$ cat config.mk
export PLATFORM = sky130hd
export DESIGN_NAME = cfg_init_seq
export DESIGN_NICKNAME = d
export VERILOG_FILES = /design/src/rtl/cfg_init_seq.sv
export SDC_FILE = /design/constraint.sdc
export NUM_CORES = 1
export LEC_CHECK = 0
export BUFFER_PORTS_ARGS = -buffer_cell sky130_fd_sc_hd__buf_2
export CORE_MARGIN = 5
export CORE_UTILIZATION = 35
export DETAILED_ROUTE_END_ITERATION = 8
export RECOVER_POWER = 50
export SYNTH_ARGS = -nofsm -noshare
export SYNTH_HDL_FRONTEND = slang
export SYNTH_SLANG_ARGS = --single-unit
$ cat constraint.sdc
create_clock -name clk -period 1.9 [get_ports clk]
set_input_delay 0.38 -clock clk [delete_from_list [all_inputs] [get_ports clk]]
set_output_delay 0.38 -clock clk [all_outputs]
set_load 0.05 [all_outputs]
$ cat src/rtl/cfg_init_seq.sv
module cfg_init_seq #(
  parameter int RA_W  = 8,
  parameter int VAL_W = 16,
  parameter int DEPTH = 64,
  parameter logic [RA_W-1:0] END_REG = '1
) (
  input  logic                               clk,
  input  logic                               rst,
  output logic                               scr_rd,
  output logic [(DEPTH>1?$clog2(DEPTH):1)-1:0] scr_addr,
  input  logic [RA_W+VAL_W-1:0]              scr_entry,
  input  logic                               host_wr,
  input  logic [RA_W-1:0]                    host_addr,
  input  logic [VAL_W-1:0]                   host_data,
  output logic                               reg_wr,
  output logic [RA_W-1:0]                    reg_addr,
  output logic [VAL_W-1:0]                   reg_data,
  output logic                               busy,
  output logic                               done
);
  localparam int IDX_W = (DEPTH > 1) ? $clog2(DEPTH) : 1;
  localparam logic [IDX_W-1:0] LAST = IDX_W'(DEPTH - 1);

  typedef enum logic [1:0] {S_FETCH, S_EVAL, S_DONE} st_t;

  st_t              st;
  logic [IDX_W-1:0] idx;
  logic [RA_W-1:0]  ent_reg;
  logic [VAL_W-1:0] ent_val;

  assign ent_reg  = scr_entry[RA_W+VAL_W-1:VAL_W];
  assign ent_val  = scr_entry[VAL_W-1:0];
  assign scr_rd   = (st == S_FETCH) && !rst;
  assign scr_addr = idx;
  assign busy     = (st != S_DONE);
  assign done     = (st == S_DONE);

  always_ff @(posedge clk) begin
    if (rst) begin
      st       <= S_FETCH;
      idx      <= '0;
      reg_wr   <= 1'b0;
      reg_addr <= '0;
      reg_data <= '0;
    end else begin
      reg_wr <= 1'b0;
      case (st)
        S_FETCH: st <= S_EVAL;
        S_EVAL: begin
          if (ent_reg == END_REG) begin
            st <= S_DONE;
          end else begin
            reg_wr   <= 1'b1;
            reg_addr <= ent_reg;
            reg_data <= ent_val;
            if (idx == LAST) begin
              st <= S_DONE;
            end else begin
              idx <= idx + 1'b1;
              st  <= S_FETCH;
            end
          end
        end
        S_DONE: begin
          if (host_wr) begin
            reg_wr   <= 1'b1;
            reg_addr <= host_addr;
            reg_data <= host_data;
          end
        end
        default: st <= S_DONE;
      endcase
    end
  end
endmodule

After elaboration in Yosys (flattened, before gate mapping)
Cells that the tools add are included.
{"block": "totals", "in_bits": 51, "elab_cells": 33, "out_inout_bits": 34, "register_bits": 33}
{"block": "classes", "bitwise": 2, "add_sub_neg": 1, "n_reduce_logical": 6, "mux": 12, "n_eq_ne": 7}
{"cell": "$mux W16", "count": 2}
{"cell": "$pmux W16 S2", "count": 1}
{"cell": "$mux W8", "count": 2}
{"cell": "$pmux W8 S2", "count": 1}
{"cell": "$eq A8 B8 Y1 const B", "count": 1}
{"cell": "$add A6 B1 Y6 const B", "count": 1}
{"cell": "$eq A6 B6 Y1 const B", "count": 1}
{"cell": "$ne A2 B2 Y1 const B", "count": 3}
{"cell": "$pmux W2 S3", "count": 1}
{"cell": "$reduce_and A3 Y1", "count": 2}
{"cell": "$mux W2", "count": 2}
{"cell": "$eq A2 B1 Y1 const B", "count": 1}
{"cell": "$eq A2 B2 Y1 const B", "count": 1}
{"cell": "$logic_not A2 Y1", "count": 1}
{"cell": "$mux W1", "count": 2}
{"cell": "$not A1 Y1", "count": 2}
{"cell": "$pmux W1 S2", "count": 1}
{"cell": "$reduce_bool A2 Y1", "count": 1}
{"cell": "$logic_and A1 B1 Y1", "count": 1}
{"cell": "$logic_not A1 Y1", "count": 1}

Logic depth before layout (Yosys ltp)
{"block": "logic_depth", "depth_word": 4, "ltp_mapped": 7}

Worst setup path before layout
Ideal clock, no wire load.
{"block": "synth_path", "kind": "flip-flop to flip-flop", "from": "register st[0]", "to": "register reg_addr[2]", "required_ps": 1765, "arrival_ps": 1941, "n_path_buf": 2, "slack_ps": -176, "stages_incl_launch_ff": 8, "cell_sequence": "dfxtp_1 -> inv_1 -> ha_1 -> buf_2 -> buf_2 -> mux2_2 -> mux2i_1 -> nor2_2"}
{"block": "synth_between", "elab_chain_cells": 3, "word_cells_on_any_way": 7}
{"element": "start: declaration", "line_no": "26", "text": "st_t st;"}
{"element": "start signal: assignment", "line_no": "40", "text": "st <= S_FETCH;"}
{"element": "start signal: assignment", "line_no": "48", "text": "S_FETCH: st <= S_EVAL;"}
{"element": "start signal: assignment", "line_no": "51", "text": "st <= S_DONE;"}
{"element": "$eq A2 B2 Y1 (*)"}
{"element": "net done", "line_no": "19", "text": "output logic done"}
{"element": "$ne A2 B2 Y1 (no line) / $reduce_bool A2 Y1 (equally long branches)"}
{"element": "$reduce_and A3 Y1 (no line)"}
{"element": "end signal: assignment", "line_no": "54", "text": "reg_addr <= ent_reg;"}
{"element": "end signal: assignment", "line_no": "67", "text": "reg_addr <= host_addr;"}
{"element": "end: declaration", "line_no": "16", "text": "output logic [RA_W-1:0] reg_addr,"}
The timed path passes the listed nets; every way through them passes the cells marked *.
A chain may end at the register's enable or synchronous reset.

Final worst setup path
{"block": "layout_path", "from": "register st[0]", "to": "output port busy"}
{"block": "layout_between", "elab_chain_cells": 1}
{"element": "$ne A2 B2 Y1", "line_no": "35", "text": "assign busy = (st != S_DONE);"}
{"element": "end: declaration", "line_no": "18", "text": "output logic busy,"}
No other way between the ends.

==> flow_metrics.py <==
metrics = {
    "die": {
        "start_util_pct": 36.3,
        "die_h_um": 80.2,
        "dieArea_sq_mm": 0.00644,
        "die_x_um": 80.2,
        "fp.coreArea_sq_mm": 0.00475,
        "io_pins": 85,
        "fp-row-count": 25,
    },
    "global_route": {
        "grt_max_degree": 25,
        "grtUsageMet3_pct": 5.16,
        "grt-busiest-layer": "met2",
        "grt_overflow": 0,
        "met1_usage_pct": 15.0,
        "use_met2_pct": 20.4,
        "grt_first_pass_wirelength_mm": 6.27,
        "grtUsageTotal_pct": 12.5,
        "grt_pass1_vias": 1411,
        "antenna_found_initial": 0,
    },
    "sta": {
        "tightest_slew_ns": 0.627,
        "hold_viol": 0,
        "clock_skew_ns": 0.00682,
        "max_freq_mhz": 563,
        "finalSetupViolCount": 0,
        "period_needed_ns": 1.78,
        "min_period_over_period_pct": 93.5,
        "slew_headroom_pct": 58.4,
        "drv_slew": 0,
        "setup-tns-final_ns": 0,
        "rsz0062_at_grt": "false",
    },
    "synthesis": {
        "yosysWarnings": 0,
        "syn-cell-area_sq_mm": 0.00173,
        "yosys.area.top_type": "dfxtp_1",
        "synth-edff-count": 0,
        "ys_async_sr_fraction_pct": 0,
        "syn_area_per_cell_sq_um": 10.7,
        "yosysSeqAreaShare_pct": 38.3,
        "synth_top_cell_area_share_pct": 38.3,
        "synthCells": 162,
        "yosys-top-cells-count": "dfxtp_1, mux2_2, mux2i_1, nor2_2, nor2_1",
        "yosysMostFrequentCell": "dfxtp_1",
        "yosysUniqueCellTypes": 30,
        "ys_ff_latch": 33,
        "syn_nets": 218,
        "synth_top_flop_cell": "dfxtp_1",
        "synthTopCellsByArea": "dfxtp_1, mux2_2, mux2i_1, nor2_2, ha_1",
    },
    "cts": {
        "clockBufferDepth": 2,
        "hold_buffers": 0,
        "clk_pin_slew_ns": 0.07,
        "clk_latency_ns": 0.28,
        "cts_tree": "yes",
        "cts_root_buf": "clkbuf_8",
        "numCtsBuffers": 5,
        "clock-sinks": 33,
        "htreeDepth": 2,
    },
    "min_path": {
        "holdPathEnd": "scr_addr[2]",
        "hp-start": "rst",
        "whs_path_depth": 2,
        "hp-class": "input pin to flop",
    },
    "critical_path": {
        "crit_top_cell": "inv_1",
        "startpoint_type": "flop",
        "critPathRequiredTime_ns": 1.52,
        "end_kind": "primary output",
        "worstPathMaxFanout": 10,
        "r2r-end": "reg_data[15]",
        "critPathArrivalTime_ns": 1.40,
        "ff2ff_path_depth": 7,
        "r2r-start": "st[1]",
        "crit_start": "st[0]",
        "worstPathCellList": "inv_1 -> ha_4 -> buf_4 -> inv_1 -> clkbuf_4",
        "r2r_slack_ns": 0.20,
        "critPathTopFamily": "buffers and inverters",
        "slowest_delay_ns": 0.35,
        "critPathBufInv": 4,
        "critPathSlowestCell": "dfxtp_1",
        "path_class": "flop to primary output",
    },
    "place": {
        "gp_congestion": 0.672,
        "io_buffers": 84,
        "dp_hpwl_mm": 3.07,
    },
    "routing": {
        "drt-total-wl_mm": 3.90,
        "post_drt_via_cell_ratio": 4.46,
        "ant_nets": 0,
        "drtPass1Iterations": 4,
        "drt_iter0_drc": 28,
        "wl_per_cell_um": 12.3,
        "vias": 1415,
        "drc": 0,
    },
    "outcome": {
        "status": "finished clean",
    },
    "flow_run": {
        "max-cap-violations": 0,
    },
    "layout": {
        "n_antenna_cell": 0,
        "area_growth_syn_to_layout_pct": 32.8,
        "fin_util_pct": 48.2,
        "nets": 305,
        "drive_gt1_share_pct": 47.6,
    },
    "pwr": {
        "max-vdd-ir-drop_mv": 0.788,
        "powerDensity_mw_per_mm2": 1580,
        "power_leakage_nw": 1.05,
    },
}
-- what timing repair did --
action / CTS / global route
setup buffers: 0 / 0
resized for setup: 0 / 1
endpoints found under the setup margin: 0 / 1
-- cell type report --
type,count,area (sq um)
clock buffer,7,96.3
clock inverter,1,5.00
fill,508,2460
inverter,6,22.5
multi-input combinational,114,990
sequential,33,661
tap,67,83.8
timing repair buffer,89,434
-- cell families after synthesis --
kind of cell             Yosys count  synth area share [%]
multiplexers                      53                  32.7
AND/OR/NAND/NOR                   46                  14.7
flip-flops                        33                  38.3
buffers and inverters             15                  4.93
AO/OA/AOI/OAI                     10                  5.80
adder cells (fa/ha/maj)            5                  3.62
-- per-stage QoR --
step / setup WS (ns) / cell area (sq um) / hold slack, ns / std cells / power, mW
2_1_floorplan: 0.0450 / 1740 / 0.493 / 162 / 2.75
3_3_place_gp: 0.187 / 2230 / 0.472 / 309 / 3.14
3_5_place_dp: 0.173 / 2230 / 0.478 / 309 / 3.14
4_1_cts: 0.0719 / 2330 / 0.353 / 317 / 3.74
5_1_grt: 0.0250 / 2290 / 0.362 / 317 / 3.88
6_report: 0.124 / 2290 / 0.362 / 317 / 3.63
-- metal layers --
layer	vias up	share of wire (%)
li1	738	-
met5	-	0
met2	53	47
met1	620	45
met3	4	7.1
met4	0	0.74
-- state kept, by name, summed over array words and instances (netlist names) --
name	count
reg_wr	1
reg_addr	8
st	2
reg_data	16
scr_addr	6
-- worst max path at each step --
stage	slack, ns	cells past startpoint	endpoint
floorplan	0.05	4	scr_addr[4]
global placement	0.19	7	reg_data[11]
detailed placement	0.17	7	reg_data[11]
CTS	0.07	5	busy
global route	0.02	5	busy
finish	0.12	5	busy
-- cells in the final DEF (no fill, tap or decap), types with 3 or more instances in the layout --
master and instances:
buf_4 4, nand2_1 6, nor2b_1 3, nor2_1 10, mux2i_1 26, buf_2 52, dfxtp_1 33, ha_1 4
nor2_2 20, mux2_2 27, clkbuf_8 7, clkbuf_1 31, inv_1 6
-- report_power, final --
group / internal [mW] / switching [mW] / leakage, nW
Sequential: 0.898 / 0.112 / 0.270
Combinational: 0.683 / 1.36 / 0.728
Clock: 0.327 / 0.249 / 0.0542
Total: 1.91 / 1.72 / 1.05
-- worst register-to-register path: stages, from the launching register on --
cell and delay (ns):
dfxtp_1 0.38, inv_1 0.10, ha_1 0.22, mux2_2 0.29, o31ai_4 0.07, buf_12 0.24
mux2i_1 0.25, nor2_2 0.04
Power figures use the tool's default switching activity.
